## config.mk

```make
export PLATFORM = sky130hd
export DESIGN_NAME = cfg_access_decoder
export DESIGN_NICKNAME = d
export VERILOG_FILES = /design/src/rtl/cfgd_pkg.sv /design/src/rtl/cfgd_addr_reg.sv /design/src/rtl/cfgd_route.sv /design/src/rtl/cfgd_resp.sv /design/src/rtl/cfg_access_decoder.sv
export SDC_FILE = /design/constraint.sdc
export NUM_CORES = 1
export LEC_CHECK = 0
export BUFFER_PORTS_ARGS = -buffer_cell sky130_fd_sc_hd__buf_2
export CELL_PAD_IN_SITES_DETAIL_PLACEMENT = 0
export CELL_PAD_IN_SITES_GLOBAL_PLACEMENT = 1
export CORE_UTILIZATION = 40
export DETAILED_ROUTE_END_ITERATION = 6
export GPL_TIMING_DRIVEN = 0
export HOLD_SLACK_MARGIN = 0.15
export PLACE_DENSITY_LB_ADDON = 0.1
export SYNTH_ARGS = -nofsm -noshare
export SYNTH_HDL_FRONTEND = slang
export SYNTH_SLANG_ARGS = --single-unit
```

## constraint.sdc

```tcl
create_clock -name clk -period 4.41 [get_ports clk]
set_input_delay 0.882 -clock clk [delete_from_list [all_inputs] [get_ports clk]]
set_output_delay 0.882 -clock clk [all_outputs]
set_load 0.05 [all_outputs]
```

## src/rtl/cfgd_pkg.sv

```systemverilog
// Package: shared encodings and helper functions for the configuration
// access decoder. Assumes 8-bit configuration offsets and 3-bit functions.
package cfgd_pkg;

    typedef enum logic [1:0] {
        SZ_BYTE  = 2'd0,
        SZ_WORD  = 2'd1,
        SZ_DWORD = 2'd2,
        SZ_BAD   = 2'd3
    } size_e;

    typedef enum logic [1:0] {
        SRC_ADDR = 2'd0,
        SRC_TGT  = 2'd1,
        SRC_ONES = 2'd2
    } rsrc_e;

    // Offsets the host may write; identity/class/type bytes are protected.
    function automatic logic wr_allowed(input logic [7:0] off);
        return ((off >= 8'd4) && (off <= 8'd7)) || (off == 8'd12) ||
               (off == 8'd13) || (off > 8'd14);
    endfunction

    // Target slot for a device/function; n means "no target present".
    function automatic int devfn_slot(input int devfn, input int first, input int n);
        int dev;
        dev = devfn / 8;
        if ((devfn % 8 == 0) && (dev >= first) && (dev < first + n))
            return dev - first;
        return n;
    endfunction

endpackage

```

## src/rtl/cfgd_addr_reg.sv

```systemverilog
// Selector register behind the address port.
// Assumes the caller has already qualified the write enable (port and size).
module cfgd_addr_reg #(
    parameter int W = 32
) (
    input  logic         clk,
    input  logic         rst_n,
    input  logic         we,
    input  logic [W-1:0] wdata,
    output logic [W-1:0] q
);
    // Load the selector on a qualified write; clear on reset.
    always_ff @(posedge clk) begin
        if (!rst_n)  q <= '0;
        else if (we) q <= wdata;
    end
endmodule

```

## src/rtl/cfgd_route.sv

```systemverilog
// Combinational decode of the selector and data-port access into target
// index, offset, length and forward/write-permission flags.
// Assumes targets occupy consecutive devices at function 0.
module cfgd_route
    import cfgd_pkg::*;
#(
    parameter int NUM_TGT   = 4,
    parameter int FIRST_DEV = 0,
    parameter int IDXW      = $clog2(NUM_TGT + 1)
) (
    input  logic            sel_en,
    input  logic [7:0]      sel_bus,
    input  logic [7:0]      sel_devfn,
    input  logic [5:0]      sel_dw,
    input  logic [1:0]      port_lo,
    input  logic [1:0]      size,
    output logic            fwd,
    output logic [IDXW-1:0] tidx,
    output logic [7:0]      offset,
    output logic [2:0]      len,
    output logic            wr_ok
);
    localparam int NFN = 256;

    logic [IDXW-1:0] lut [NFN];

    // Constant device/function to slot table, one entry per code.
    for (genvar g = 0; g < NFN; g++) begin : g_lut
        assign lut[g] = IDXW'(devfn_slot(g, FIRST_DEV, NUM_TGT));
    end

    // Form index, offset and length, and qualify forwarding.
    always_comb begin
        tidx   = lut[sel_devfn];
        offset = {sel_dw, 2'b00} + {6'b0, port_lo};
        unique case (size)
            SZ_BYTE: len = 3'd1;
            SZ_WORD: len = 3'd2;
            default: len = 3'd4;
        endcase
        fwd   = sel_en && (sel_bus == 8'h00) && (tidx != IDXW'(NUM_TGT)) &&
                (size != SZ_BAD);
        wr_ok = wr_allowed(offset);
    end
endmodule

```

## src/rtl/cfgd_resp.sv

```systemverilog
// Read response stage: aligns the response source with the target's
// one-cycle read latency and selects the returned word.
// Assumes the target drives tgt_rdata registered, one cycle after request.
module cfgd_resp
    import cfgd_pkg::*;
#(
    parameter int NUM_TGT = 4,
    parameter int IDXW    = $clog2(NUM_TGT + 1)
) (
    input  logic                  clk,
    input  logic                  rst_n,
    input  logic                  pend,
    input  logic [1:0]            src,
    input  logic [31:0]           cap,
    input  logic [IDXW-1:0]       tsel,
    input  logic [NUM_TGT*32-1:0] tgt_rdata,
    output logic                  rvalid,
    output logic [31:0]           rdata
);
    logic [1:0]      src_q;
    logic [31:0]     cap_q;
    logic [IDXW-1:0] tsel_q;
    logic [31:0]     tword;

    // Delay the response descriptor by one cycle to meet target data.
    always_ff @(posedge clk) begin
        if (!rst_n) begin
            rvalid <= 1'b0;
            src_q  <= SRC_ONES;
            cap_q  <= '0;
            tsel_q <= '0;
        end else begin
            rvalid <= pend;
            src_q  <= src;
            cap_q  <= cap;
            tsel_q <= tsel;
        end
    end

    // Pick the word of the selected target.
    always_comb begin
        tword = '1;
        for (int i = 0; i < NUM_TGT; i++)
            if (tsel_q == IDXW'(i)) tword = tgt_rdata[i*32 +: 32];
    end

    // Choose between selector, target data and all ones.
    always_comb begin
        unique case (src_q)
            SRC_ADDR: rdata = cap_q;
            SRC_TGT:  rdata = tword;
            default:  rdata = '1;
        endcase
    end
endmodule

```

## src/rtl/cfg_access_decoder.sv

```systemverilog
// Top: host-side PCI configuration access decoder with address port and
// four-byte data window. Assumes io_rd and io_wr are single-cycle strobes
// and never asserted together; targets answer reads one cycle after request.
module cfg_access_decoder
    import cfgd_pkg::*;
#(
    parameter int          NUM_TGT   = 4,
    parameter int          FIRST_DEV = 0,
    parameter logic [15:0] ADDR_PORT = 16'h0CF8,
    parameter logic [15:0] DATA_PORT = 16'h0CFC
) (
    input  logic                  clk,
    input  logic                  rst_n,
    input  logic                  io_rd,
    input  logic                  io_wr,
    input  logic [15:0]           io_port,
    input  logic [1:0]            io_size,
    input  logic [31:0]           io_wdata,
    output logic                  io_rvalid,
    output logic [31:0]           io_rdata,
    output logic [NUM_TGT-1:0]    tgt_req,
    output logic                  tgt_wr,
    output logic [7:0]            tgt_offset,
    output logic [2:0]            tgt_len,
    output logic [31:0]           tgt_wdata,
    input  logic [NUM_TGT*32-1:0] tgt_rdata
);
    localparam int IDXW = $clog2(NUM_TGT + 1);

    logic [31:0]     cfg_addr;
    logic            hit_addr, hit_data, is_dword;
    logic            addr_we, fwd, wr_ok, fwd_rd, fwd_wr, rd_claim;
    logic [IDXW-1:0] tidx;
    logic [7:0]      offset;
    logic [2:0]      len;
    logic [1:0]      rd_src;

    logic            pend_q;
    logic [1:0]      src_q;
    logic [31:0]     cap_q;
    logic [IDXW-1:0] tsel_q;

    cfgd_addr_reg #(.W(32)) u_addr (
        .clk   (clk),
        .rst_n (rst_n),
        .we    (addr_we),
        .wdata (io_wdata),
        .q     (cfg_addr)
    );

    cfgd_route #(.NUM_TGT(NUM_TGT), .FIRST_DEV(FIRST_DEV), .IDXW(IDXW)) u_route (
        .sel_en    (cfg_addr[31]),
        .sel_bus   (cfg_addr[23:16]),
        .sel_devfn (cfg_addr[15:8]),
        .sel_dw    (cfg_addr[7:2]),
        .port_lo   (io_port[1:0]),
        .size      (io_size),
        .fwd       (fwd),
        .tidx      (tidx),
        .offset    (offset),
        .len       (len),
        .wr_ok     (wr_ok)
    );

    // Port hit detection and access qualification.
    always_comb begin
        hit_addr = (io_port == ADDR_PORT);
        hit_data = (io_port[15:2] == DATA_PORT[15:2]);
        is_dword = (io_size == SZ_DWORD);
        addr_we  = io_wr && hit_addr && is_dword;
        fwd_rd   = io_rd && hit_data && fwd;
        fwd_wr   = io_wr && hit_data && fwd && wr_ok;
        rd_claim = io_rd && (hit_data || (hit_addr && is_dword));
        if (hit_addr)  rd_src = SRC_ADDR;
        else if (fwd)  rd_src = SRC_TGT;
        else           rd_src = SRC_ONES;
    end

    // Request stage: launch target request, hold lane-shifted write data.
    always_ff @(posedge clk) begin
        if (!rst_n) begin
            tgt_req    <= '0;
            tgt_wr     <= 1'b0;
            tgt_offset <= '0;
            tgt_len    <= '0;
            tgt_wdata  <= '0;
            pend_q     <= 1'b0;
            src_q      <= SRC_ONES;
            cap_q      <= '0;
            tsel_q     <= '0;
        end else begin
            tgt_req <= (fwd_rd || fwd_wr) ? (NUM_TGT'(1) << tidx) : '0;
            pend_q  <= rd_claim;
            if (fwd_rd || fwd_wr) begin
                tgt_wr     <= fwd_wr;
                tgt_offset <= offset;
                tgt_len    <= len;
                tsel_q     <= tidx;
            end
            if (fwd_wr)
                tgt_wdata <= io_wdata << {io_port[1:0], 3'b000};
            if (rd_claim) begin
                src_q <= rd_src;
                cap_q <= cfg_addr;
            end
        end
    end

    cfgd_resp #(.NUM_TGT(NUM_TGT), .IDXW(IDXW)) u_resp (
        .clk       (clk),
        .rst_n     (rst_n),
        .pend      (pend_q),
        .src       (src_q),
        .cap       (cap_q),
        .tsel      (tsel_q),
        .tgt_rdata (tgt_rdata),
        .rvalid    (io_rvalid),
        .rdata     (io_rdata)
    );
endmodule

```

==> results of run 1 <==
==> power groups by stage <==
stage	sequential (uW)	combinational, uW	clock, uW
global placement	1440	220	0
global route	1410	239	1690
detailed placement	1440	221	0
finish	1410	222	1600
floorplan	1440	93.2	0
CTS	1410	222	1630
==> synthesized netlist by cell type (all sizes together), types with 2 or more instances <==
library cell  count
dfxtp           156
nand2           143
mux2i            75
a21oi            44
nor2             41
and2             37
clkbuf           35
nand2b           34
mux4             32
o22ai            32
buf              25
o21ai            20
mux2             17
nand4            12
o211ai            9
inv               6
nor4              5
nand3             4
nor3              4
nor2b             3
nand3b            2
o41ai             2
or2               2
or3               2
==> through the flow <==
| stage | setup slack (ns) | hold slack [ns] |
|---|---|---|
| final | 1.10 | 0.426 |
| after global routing | 0.924 | 0.442 |
| after CTS | 1.01 | 0.430 |
| after detailed placement | 1.47 | 0.419 |
| after global placement | 1.45 | 0.416 |
| after floorplan | 1.77 | 0.404 |
==> placed cells by master, fill, tap and decap left out, drive strengths merged, types with 5 or more instances in the layout <==
| cell | count |
|---|---|
| dfxtp | 156 |
| bufinv | 5 |
| nor4 | 5 |
| nand4 | 12 |
| mux2 | 17 |
| and2 | 37 |
| mux2i | 75 |
| a21oi | 44 |
| o21ai | 20 |
| o22ai | 32 |
| inv | 6 |
| buf | 286 |
| nor2 | 41 |
| nand2b | 34 |
| o211ai | 9 |
| clkbuf | 56 |
| mux4 | 32 |
| nand2 | 143 |
==> worst max-delay path, delay by kind of cell, from the launching register on <==
family	cells	cell delay (ns)
buffers and inverters	3	0.92
multiplexers	1	0.58
flip-flops	1	0.30
AO/OA/AOI/OAI	1	0.13
AND/OR/NAND/NOR	1	0.06
==> sequential cells by signal, summed over array words and instances, names as in the netlist <==
name / cells
pend_q: 1
u_addr.q: 32
tgt_wr: 1
u_resp.src_q: 2
u_resp.rvalid: 1
u_resp.cap_q: 32
cap_q: 32
tgt_wdata: 32
tgt_len: 3
tsel_q: 3
tgt_offset: 8
tgt_req: 4
u_resp.tsel_q: 3
src_q: 2
==> worst min path at each step <==
stage / cells past startpoint / slack, ns / end
final: 1 / 0.43 / u_resp.rvalid
after global routing: 1 / 0.44 / u_resp.rvalid
after CTS: 1 / 0.43 / u_resp.rvalid
after detailed placement: 1 / 0.42 / u_resp.rvalid
after global placement: 1 / 0.42 / u_resp.rvalid
after floorplan: 2 / 0.40 / u_resp.tsel_q[1]
==> final cells by class <==
type	instances	area, sq um
Buffer	60	300
Multi-Input combinational cell	526	3740
Sequential cell	156	3120
Clock buffer	21	460
Clock inverter	11	190
Tap cell	225	282
Fill cell	1695	7990
Inverter	6	22.5
Timing Repair Buffer	261	1310
==> logic make-up after synthesis <==
logic type             share of synthesized area (%)
flip-flops                                      43.5
AO/OA/AOI/OAI                                   8.43
multiplexers                                    23.1
buffers and inverters                           4.49
AND/OR/NAND/NOR                                 20.5
==> per-layer routing <==
layer	track usage [%]	part of all wire [%]	vias to the layer above
li1	-	-	3174
met1	29.8	44	2956
met2	40.8	48	239
met3	4.47	6.4	25
met4	9.20	1.6	0
met5	0	0	-
==> impl_results.md, run 1 <==
- Status: complete, no violations
- Gate power share: 6.8%
- Synth top area cells: dfxtp_1 (43%), mux2i_1 (10%), mux4_2 (10%)
- Drt drc: 0
- Leak: 0.00396 uW
- Fin cells: 1266
- Placed Area: 8770 sq um
- Final TNS setup: 0 ns
- Critical Path AT: 2.43 ns
- Clock power share: approximately half
- Gates resized, CTS repair: 0
- Main flop type after synthesis: dfxtp_1
- Required time worst endpoint: 3.53 ns
- Slew Viols, Final: 0
- Vias per inst: 5.05
- Syn nets: 930
- Syn Inst Count: 748
- Final setup vio count: 0
- TritonCTS clock tree: done
- Share of cells above drive strength 1: 35.8%
- Core ar.: 17400 sq um
- Reg clk slew, reported paths: 0.06 ns
- Total routing usage reported by global routing: a little under a quarter
- Nets: 1210
- Total power: 3240 uW
- Seq/Total Area, Yosys: between 40 and 50%
- Flop pwr share: between 40% and 50%
- Area Overhead vs Synth: 31.1%
- Max_cap viols: 0
- Post-synth ARST share: 0%
- Initial Util: 41.3%
- ANT nets after route: 0
- CP dominant cell by count: buf_2
- Row cnt: 48
- Post-route minimum period: ~3.3 ns
- Kind of critical path: flop to output port
- DR pass1 iterations: 4
- Hold Startpoint: pend_q
- Initial antenna violation count: 0
- Setup crit start: u_resp.tsel_q[0]
- P_sw: 686 uW
- Fin util: ~54%
- Overflow after GRT: 0
- Switching fraction of total power: 21.2%
- Wire length of the first global-routing pass: 33600 microns
- Final WL: 22200 microns
- # clock sinks: about 160
- Post-DP HPWL: 17400 microns
- I/O Pins: 263
- Die area: between 15000 and 20000 sq um
- Placed Cells: about 1200
- DRT iter0 DRCs: roughly 280
- Crit path largest cell delay: 0.58 ns
- Worst path slowest cell: mux4_2
- Synth cell types: 42
- Syn Std Cell Area: 7190 sq um
- Yosys reg bits: 156
- Fin crit share: ~75%
- Biggest area consumer among synthesized cells: dfxtp_1
- Worst Skew: 0.0163 ns
- Final GP Congestion: 0.868
- Synth warn: 0
- Crit. End Element: output port
- Fin area: 9430 sq um
- Post-Synthesis Mean Instance Area: 9.61 sq um
- RSZ-0062 raised after global routing: false
- Clock buffer depth: 2
- PwrDens: 343 nW/um^2
- Crit start category: flop
- Final hold violation count: 0
- Reg2Reg Depth: 6
- Hold crit path type: flop to flop
- Relative slew slack: 42.6%
- Port Buffers: ~260
- RR Endpoint: tgt_wdata[22]
- Area share of the leading cell type in the synthesized netlist: 43.5%
- Reg2reg setup slack: approximately 2.4 ns
- CP Cell Sequence: clkbuf_1 > buf_2 > mux4_2 > o22ai_1 > nand2b_1 > buf_2
- DR vias: 6394
- CTS buffer count: 17
- P_int: 2550 uW
- Worst R2R Start: u_addr.q[20]
- Setup Fix Bufs, Post-CTS: 0
- CP endpoint: io_rdata[5]
- Worst-Margin Slew: approximately 0.85 ns
- Clk Latency, worst-skew pair: 0.42 ns
- Routed len/inst: 17.5 microns
- Number of global-route vias before repair: roughly 6300
- ANT cells: 0
- CTS Hold Bufs: 0
- H-tree Lvls: 4
- EDFF count, synth: 0
- Clk root buf: clkbuf_16
- Die Y: ~140 microns
- Die extent in x: 136 microns
- Pin count of the biggest net entering global routing: 17
- Fmax: 302 MHz
- Critical Path Fanout Max: 10
- Max VDD drop: 187 uV
Power figures use the tool's default switching activity.
==> inputs of run 2 (changes only) <==
CORE_UTILIZATION = 33   (was 40)
clock period = 2.9 ns   (was 4.41 ns; I/O delays follow)
==> run 2 against run 1 <==
  * Global-route usage fell by 2.8 points
  * Final area rose by 0.33%
  * Sequential share of layout area fell by 0.096 points
  * Non-clock buffer count fell by 1
==> impl_results.md, run 2 (synthesis results as in run 1) <==
- Status: complete, no violations
- I/O Pins: 263 (unchanged)
- PwrDens: 506 nW/um^2 (+47%)
- Crit path largest cell delay: 0.54 ns (-0.04 ns)
- Initial Util: 34.0% (-7.3 points)
- Vias per inst: 4.80 (-4.9%)
- Gate power share: 7.1% (+0.3 points)
- Worst R2R Start: u_addr.q[20]
- Hold Startpoint: io_wdata[30]
- Reg2Reg Depth: 5 (-1)
- # clock sinks: 156 (unchanged)
- Critical Path Fanout Max: 10 (unchanged)
- Max_cap viols: 0 (unchanged)
- Slew Viols, Final: 0 (unchanged)
- RSZ-0062 raised after global routing: false
- Reg clk slew, reported paths: 0.06 ns (about the same)
- Final setup vio count: 0 (unchanged)
- Crit path max-delay family: multiplexers
- Hold Crit Depth: 3 (+2)
- P_sw: 1050 uW (+52%)
- RR Endpoint: tgt_req[1]
- Final GP Congestion: 0.848 (-2.2%)
- Initial antenna violation count: 1 (+1)
- Row cnt: 53 (+10%)
- Critical Path AT: 2.09 ns (-0.34 ns)
- Place WS: 0.251 ns (-1.22 ns)
- Worst-Margin Slew: 0.939 ns (+0.0849 ns)
- Total power: 4790 uW (+48%)
- DR vias: 6318 (-1.2%)
- Nets: 1209 (-0.083%)
- Die area: 22400 sq um (+21%)
- Fin util: 44.7% (-9.4 points)
- Final WL: 23400 microns (+5.8%)
- Crit. End Element: output port
- Final worst setup slack: 0.231 ns (-0.865 ns)
- Port Buffers: 261 (unchanged)
- CTS buffer count: 17 (unchanged)
- Number of global-route vias before repair: 6264 (+0.032%)
- Reg2reg setup slack: 0.90 ns (-1.49 ns)
- Clk root buf: clkbuf_16
- Final hold violation count: 0 (unchanged)
- Wire length of the first global-routing pass: 35500 microns (+5.8%)
- Kind of critical path: flop to output port
- Drt drc: 0 (unchanged)
- Required time worst endpoint: 2.32 ns (-1.21 ns)
- Post-route minimum period: 2.67 ns
- TritonCTS clock tree: done
- Max VDD drop: 417 uV (+120%)
- Commonest non-fill, non-tap cells in the layout: buf_2 (272), dfxtp_1 (155), nand2_1 (143)
- Clock power share: 48.1% (-1.5 points)
- Hold crit path type: input port to flop
- Die extent in x: 150 microns (+9.9%)
- H-tree Lvls: 4 (unchanged)
- ANT nets after route: 0 (unchanged)
- Relative slew slack: 36.9% (-5.7 points)
- Overflow after GRT: 0 (unchanged)
- Total routing usage reported by global routing: 21.2% (-2.8 points)
- Worst Skew: 0.0130 ns (-0.00338 ns)
- DR pass1 iterations: 4 (unchanged)
- Fin crit share: 92.0%
- CTS Hold Bufs: 0 (unchanged)
- Leak: 0.00395 uW (-0.16%)
- Crit start category: flop
- DRT iter0 DRCs: 283 (+0.71%)
- Die Y: 150 microns (+9.9%)
- Clock buffer depth: 2 (unchanged)
- P_int: 3740 uW (+47%)
- Final TNS setup: 0 ns (unchanged)
- Post-DP HPWL: 18700 microns (+7.5%)
- Area Overhead vs Synth: 31.6%
- Hold endpoint: u_addr.q[30]
- CP Cell Sequence: buf_4 > mux4_2 > o22ai_1 > nand2b_1 > buf_2
- Fmax: between 300 and 400 MHz
- Worst path slowest cell: mux4_2
- Switching fraction of total power: 21.8% (+0.64 points)
- Most common cell after layout, fill and taps aside: buf_2
- Share of cells above drive strength 1: 36.2% (+0.32 points)
- Flop pwr share: 44.8% (+1.2 points)
- Buf+Inv Stages, Crit Path: 2 (-1)
- Clk Latency, worst-skew pair: 0.42 ns (about the same)
- Core ar.: 21200 sq um (+21%)
- Routed len/inst: 17.8 microns (+1.7%)
- Pin count of the biggest net entering global routing: 17 (unchanged)
## run 2: cell types whose count changed in the layout (fill, tap and decap cells not counted), moves of 2 or more
| cell | previous run | this run |
|---|---|---|
| buf_2 | 275 | 272 |
| clkbuf_2 | 1 | 4 |
| buf_4 | 1 | 4 |
| clkinv_2 | 2 | 4 |
| clkbuf_1 | 36 | 33 |
| clkbuf_8 | 2 | 0 |
## run 2: power groups by stage
stage | Sequential, uW | Clock (uW) | Combinational (uW)
2_1_floorplan | 2190 | 0 | 142
3_3_place_gp | 2190 | 0 | 341
3_5_place_dp | 2190 | 0 | 343
4_1_cts | 2140 | 2360 | 344
5_1_grt | 2140 | 2450 | 373
6_report | 2140 | 2300 | 342
## run 2: area by class of cell
class                           instances  area (sq um)
Antenna cell                            1          2.50
Multi-Input combinational cell        526          3740
Timing Repair Buffer                  261          1310
Fill cell                            2134         11700
Tap cell                              275           344
Inverter                                6          22.5
Clock inverter                         12           171
Sequential cell                       156          3120
Buffer                                 59           308
Clock buffer                           20           437
## run 2: layer usage
metal,share of wire (%),wire length (microns),global-route usage [%],up-vias
li1,-,-,-,3170
met3,5.1,1190,4.66,16
met5,0,0,0,-
met1,45,10600,26.3,2936
met2,48,11300,36.6,196
met4,1.3,311,5.77,0
## run 2: how the worst max path moves through the flow
| stage | start | to | cells past startpoint |
|---|---|---|---|
| after floorplan | u_resp.tsel_q[0] | io_rdata[0] | 5 |
| after global placement | u_resp.tsel_q[0] | io_rdata[21] | 6 |
| after detailed placement | u_resp.tsel_q[0] | io_rdata[21] | 6 |
| after CTS | u_resp.tsel_q[1] | io_rdata[21] | 5 |
| after global routing | u_resp.tsel_q[0] | io_rdata[25] | 5 |
| final | u_resp.tsel_q[0] | io_rdata[28] | 5 |
## run 2: stage by stage
step                hold WS, ns  instance area, sq um  cells
finish                    0.431                  9460   1316
global route              0.438                  9460   1316
CTS                       0.418                  9450   1315
detailed placement        0.436                  8840   1284
global placement          0.420                  8840   1284
floorplan                 0.404                  7190    748
## run 2: what timing repair did
item / in CTS / in global routing
endpoints found under the setup margin: 30 / 19
gates resized for setup: 3 / 7
setup buffers: 0 / 0
## run 2: tightest hold or removal path, delay by kind of cell
family / cells / cell delay [ns]
buffers and inverters: 1 / 0.09
and+or+nand+nor: 1 / 0.08
muxes: 1 / 0.06
==> inputs of run 3 (changes only) <==
BUFFER_PORTS_ARGS = unset   (was -buffer_cell sky130_fd_sc_hd__buf_2)
CORE_UTILIZATION = 44   (was 33)
CTS_BUF_LIST = sky130_fd_sc_hd__clkbuf_4   (was unset)
DONT_BUFFER_PORTS = 1   (was unset)
==> run 3 against run 2 <==
  * Sequential power is essentially flat
  * Global-route usage up 4.5 points
  * Hold slack worse by 0.24 ns
  * Worst setup slack got worse by 0.13 ns
  * Critical endpoint is now io_rdata[8]
  * Critical path type unchanged
  * Via count decreased by 9.2%
  * Register-to-register slack about the same
  * Combinational power fell by 33%
  * Sequential cell count stayed put
==> impl_results.md, run 3 (synthesis results as in run 1) <==
- Post-DP HPWL: 17000 microns (-9.2%)
- Routed len/inst: 21.0 microns (+18%)
- RSZ-0062 raised after global routing: true
- Kind of critical path: flop to output port
- ANT nets after route: 0 (unchanged)
- Setup Fix Bufs, Post-CTS: 0 (unchanged)
- Initial Util: 45.1% (+11 points)
- Grt met2 use: 46.3% (+9.8 points)
- Status: complete, no violations
- Total routing usage reported by global routing: 25.6% (+4.5 points)
- Hold WS: 0.188 ns (-0.243 ns)
- Crit path max-delay family: multiplexers
- Crit path largest cell delay: 0.53 ns (about the same)
- Leak: 0.00293 uW (-26%)
- Fin crit share: 96.7% (+4.6 points)
- Clk Latency, worst-skew pair: 0.57 ns (+0.15 ns)
- TritonCTS clock tree: done
- Final WL: 21700 microns (-7.4%)
- Worst path slowest cell: mux4_2
- Wire length of the first global-routing pass: 31900 microns (-10%)
- Final GP Congestion: 0.807 (-4.9%)
- Area Overhead vs Synth: 14.0%
- CP Cell Sequence: buf_4 > mux4_2 > o22ai_1 > nand2b_2
- Clk root buf: clkbuf_4
- Fmax: 357 MHz (-4.8%)
- Reg clk slew, reported paths: 0.13 ns (+0.07 ns)
- Clock buffer depth: 2 (unchanged)
- Drt drc: 0 (unchanged)
- Most common cell after layout, fill and taps aside: dfxtp_1
- Die Y: 130 microns (-13%)
- Share of cells above drive strength 1: 18.2% (-18 points)
- Met1 usage: 28.4% (+2.1 points)
- Required time worst endpoint: 2.32 ns (about the same)
- Row cnt: 46 (-13%)
- Overflow after GRT: 0 (unchanged)
- Max VDD drop: 193 uV (-54%)
- Critical Path Fanout Max: 10 (unchanged)
- GR peak layer: met2
- # clock sinks: 156 (unchanged)
- DR vias: 5735 (-9.2%)
- Max_cap viols: 0 (unchanged)
- Buf+Inv Stages, Crit Path: 1 (-1)
- PwrDens: 441 nW/um^2 (-13%)
- DRT iter0 DRCs: 223 (-21%)
- Worst Skew: 0.0189 ns (+0.00590 ns)
- Final worst setup slack: 0.0969 ns (-0.134 ns)
- Commonest non-fill, non-tap cells in the layout: dfxtp_1 (155), nand2_1 (143), mux2i_1 (75)
- Die area: 16800 sq um (-25%)
- I/O Pins: 263 (unchanged)
- Place WS: 0.228 ns (-0.0231 ns)
- Relative slew slack: 40.0% (+3.1 points)
- Number of global-route vias before repair: 5947 (-5.1%)
- Slew Viols, Final: 0 (unchanged)
- DR pass1 iterations: 4 (unchanged)
- Post-route minimum period: 2.80 ns (+0.134 ns)
- Core ar.: 15900 sq um (-25%)
- Initial antenna violation count: 4 (+3)
- Critical Path AT: 2.22 ns (+0.13 ns)
- CTS buffer count: 17 (unchanged)
- Port Buffers: 0 (-100%)
- Crit. End Element: output port
- Nets: 981 (-19%)
- Die extent in x: 130 microns (-13%)
- H-tree Lvls: 4 (unchanged)
- Final setup vio count: 0 (unchanged)
- Worst-Margin Slew: 0.893 ns (-0.0466 ns)
- Hold crit path type: input port to flop
- Vias per inst: 5.56 (+16%)
- Crit start category: flop
- Pin count of the biggest net entering global routing: 17 (unchanged)
- Final hold violation count: 0 (unchanged)
- Global routing usage on met3: 6.72% (+2.1 points)
## run 3: cell types whose count changed in the layout (fill, tap and decap cells not counted), moves of 5 or more
cell | before | now
clkinv_1 | 0 | 5
dlygate4sd3_1 | 0 | 33
nand2b_2 | 0 | 27
clkbuf_4 | 0 | 17
buf_2 | 272 | 11
nand2b_1 | 34 | 3
clkbuf_16 | 17 | 0
## run 3: final timing paths
path / startpoint / endpoint / slack, ns / cells after the start
max: u_resp.tsel_q[0] / io_rdata[8] / 0.1 / 4
min: io_wdata[23] / u_addr.q[23] / 0.19 / 2
max reg2reg: u_addr.q[20] / tgt_wdata[26] / 0.90 / 6
min reg2reg: pend_q / u_resp.rvalid / 0.45 / 1
## run 3: per-layer routing
layer | part of all wire [%] | wire, microns | vias up
met5 | 0 | 0 | -
met4 | 2.4 | 518 | 0
met3 | 7.2 | 1550 | 37
met2 | 50 | 10800 | 256
met1 | 41 | 8810 | 2719
li1 | - | - | 2723
## run 3: where the power goes
part	switching, uW	internal (uW)	total (uW)
sequential	0.00305	2140	2140
clock	750	489	1240
combinational	120	110	230
## run 3: stage by stage
stage	cell area (sq um)	setup TNS (ns)	util [%]	power, uW	instances
final	8190	0	51.4	3610	1032
after global routing	8190	-0.0757	51.4	3750	1032
after CTS	8130	0	51.0	3640	1028
after detailed placement	7460	0	46.8	2370	964
after global placement	7460	0	46.8	2370	964
after floorplan	7190	0	-	2330	748
## run 3: timing repair
action | in CTS | in global routing
resized for setup | 36 | 11
hold buffers | 33 | 0
gates cloned | 0 | 0
hold endpoints to repair | 42 | 0
endpoints found under the setup margin | 30 | 13
## run 3: cell type report
type	instances	area, sq um
plain buffers	59	312
multi-input cells	526	3860
clock inverters	15	131
repair buffers	33	330
inverters	6	22.5
diodes	4	10.0
fillers	1537	7750
well taps	216	270
clock buffers	17	128
flip-flops and latches	156	3120
## run 3: worst reg2reg max path, cell delays in order (launching register included)
cell and delay (ns):
dfxtp_1 0.37, nor4_2 0.39, nand3_1 0.17, nor3b_4 0.36
nand3_4 0.24, buf_6 0.23, mux2i_1 0.14
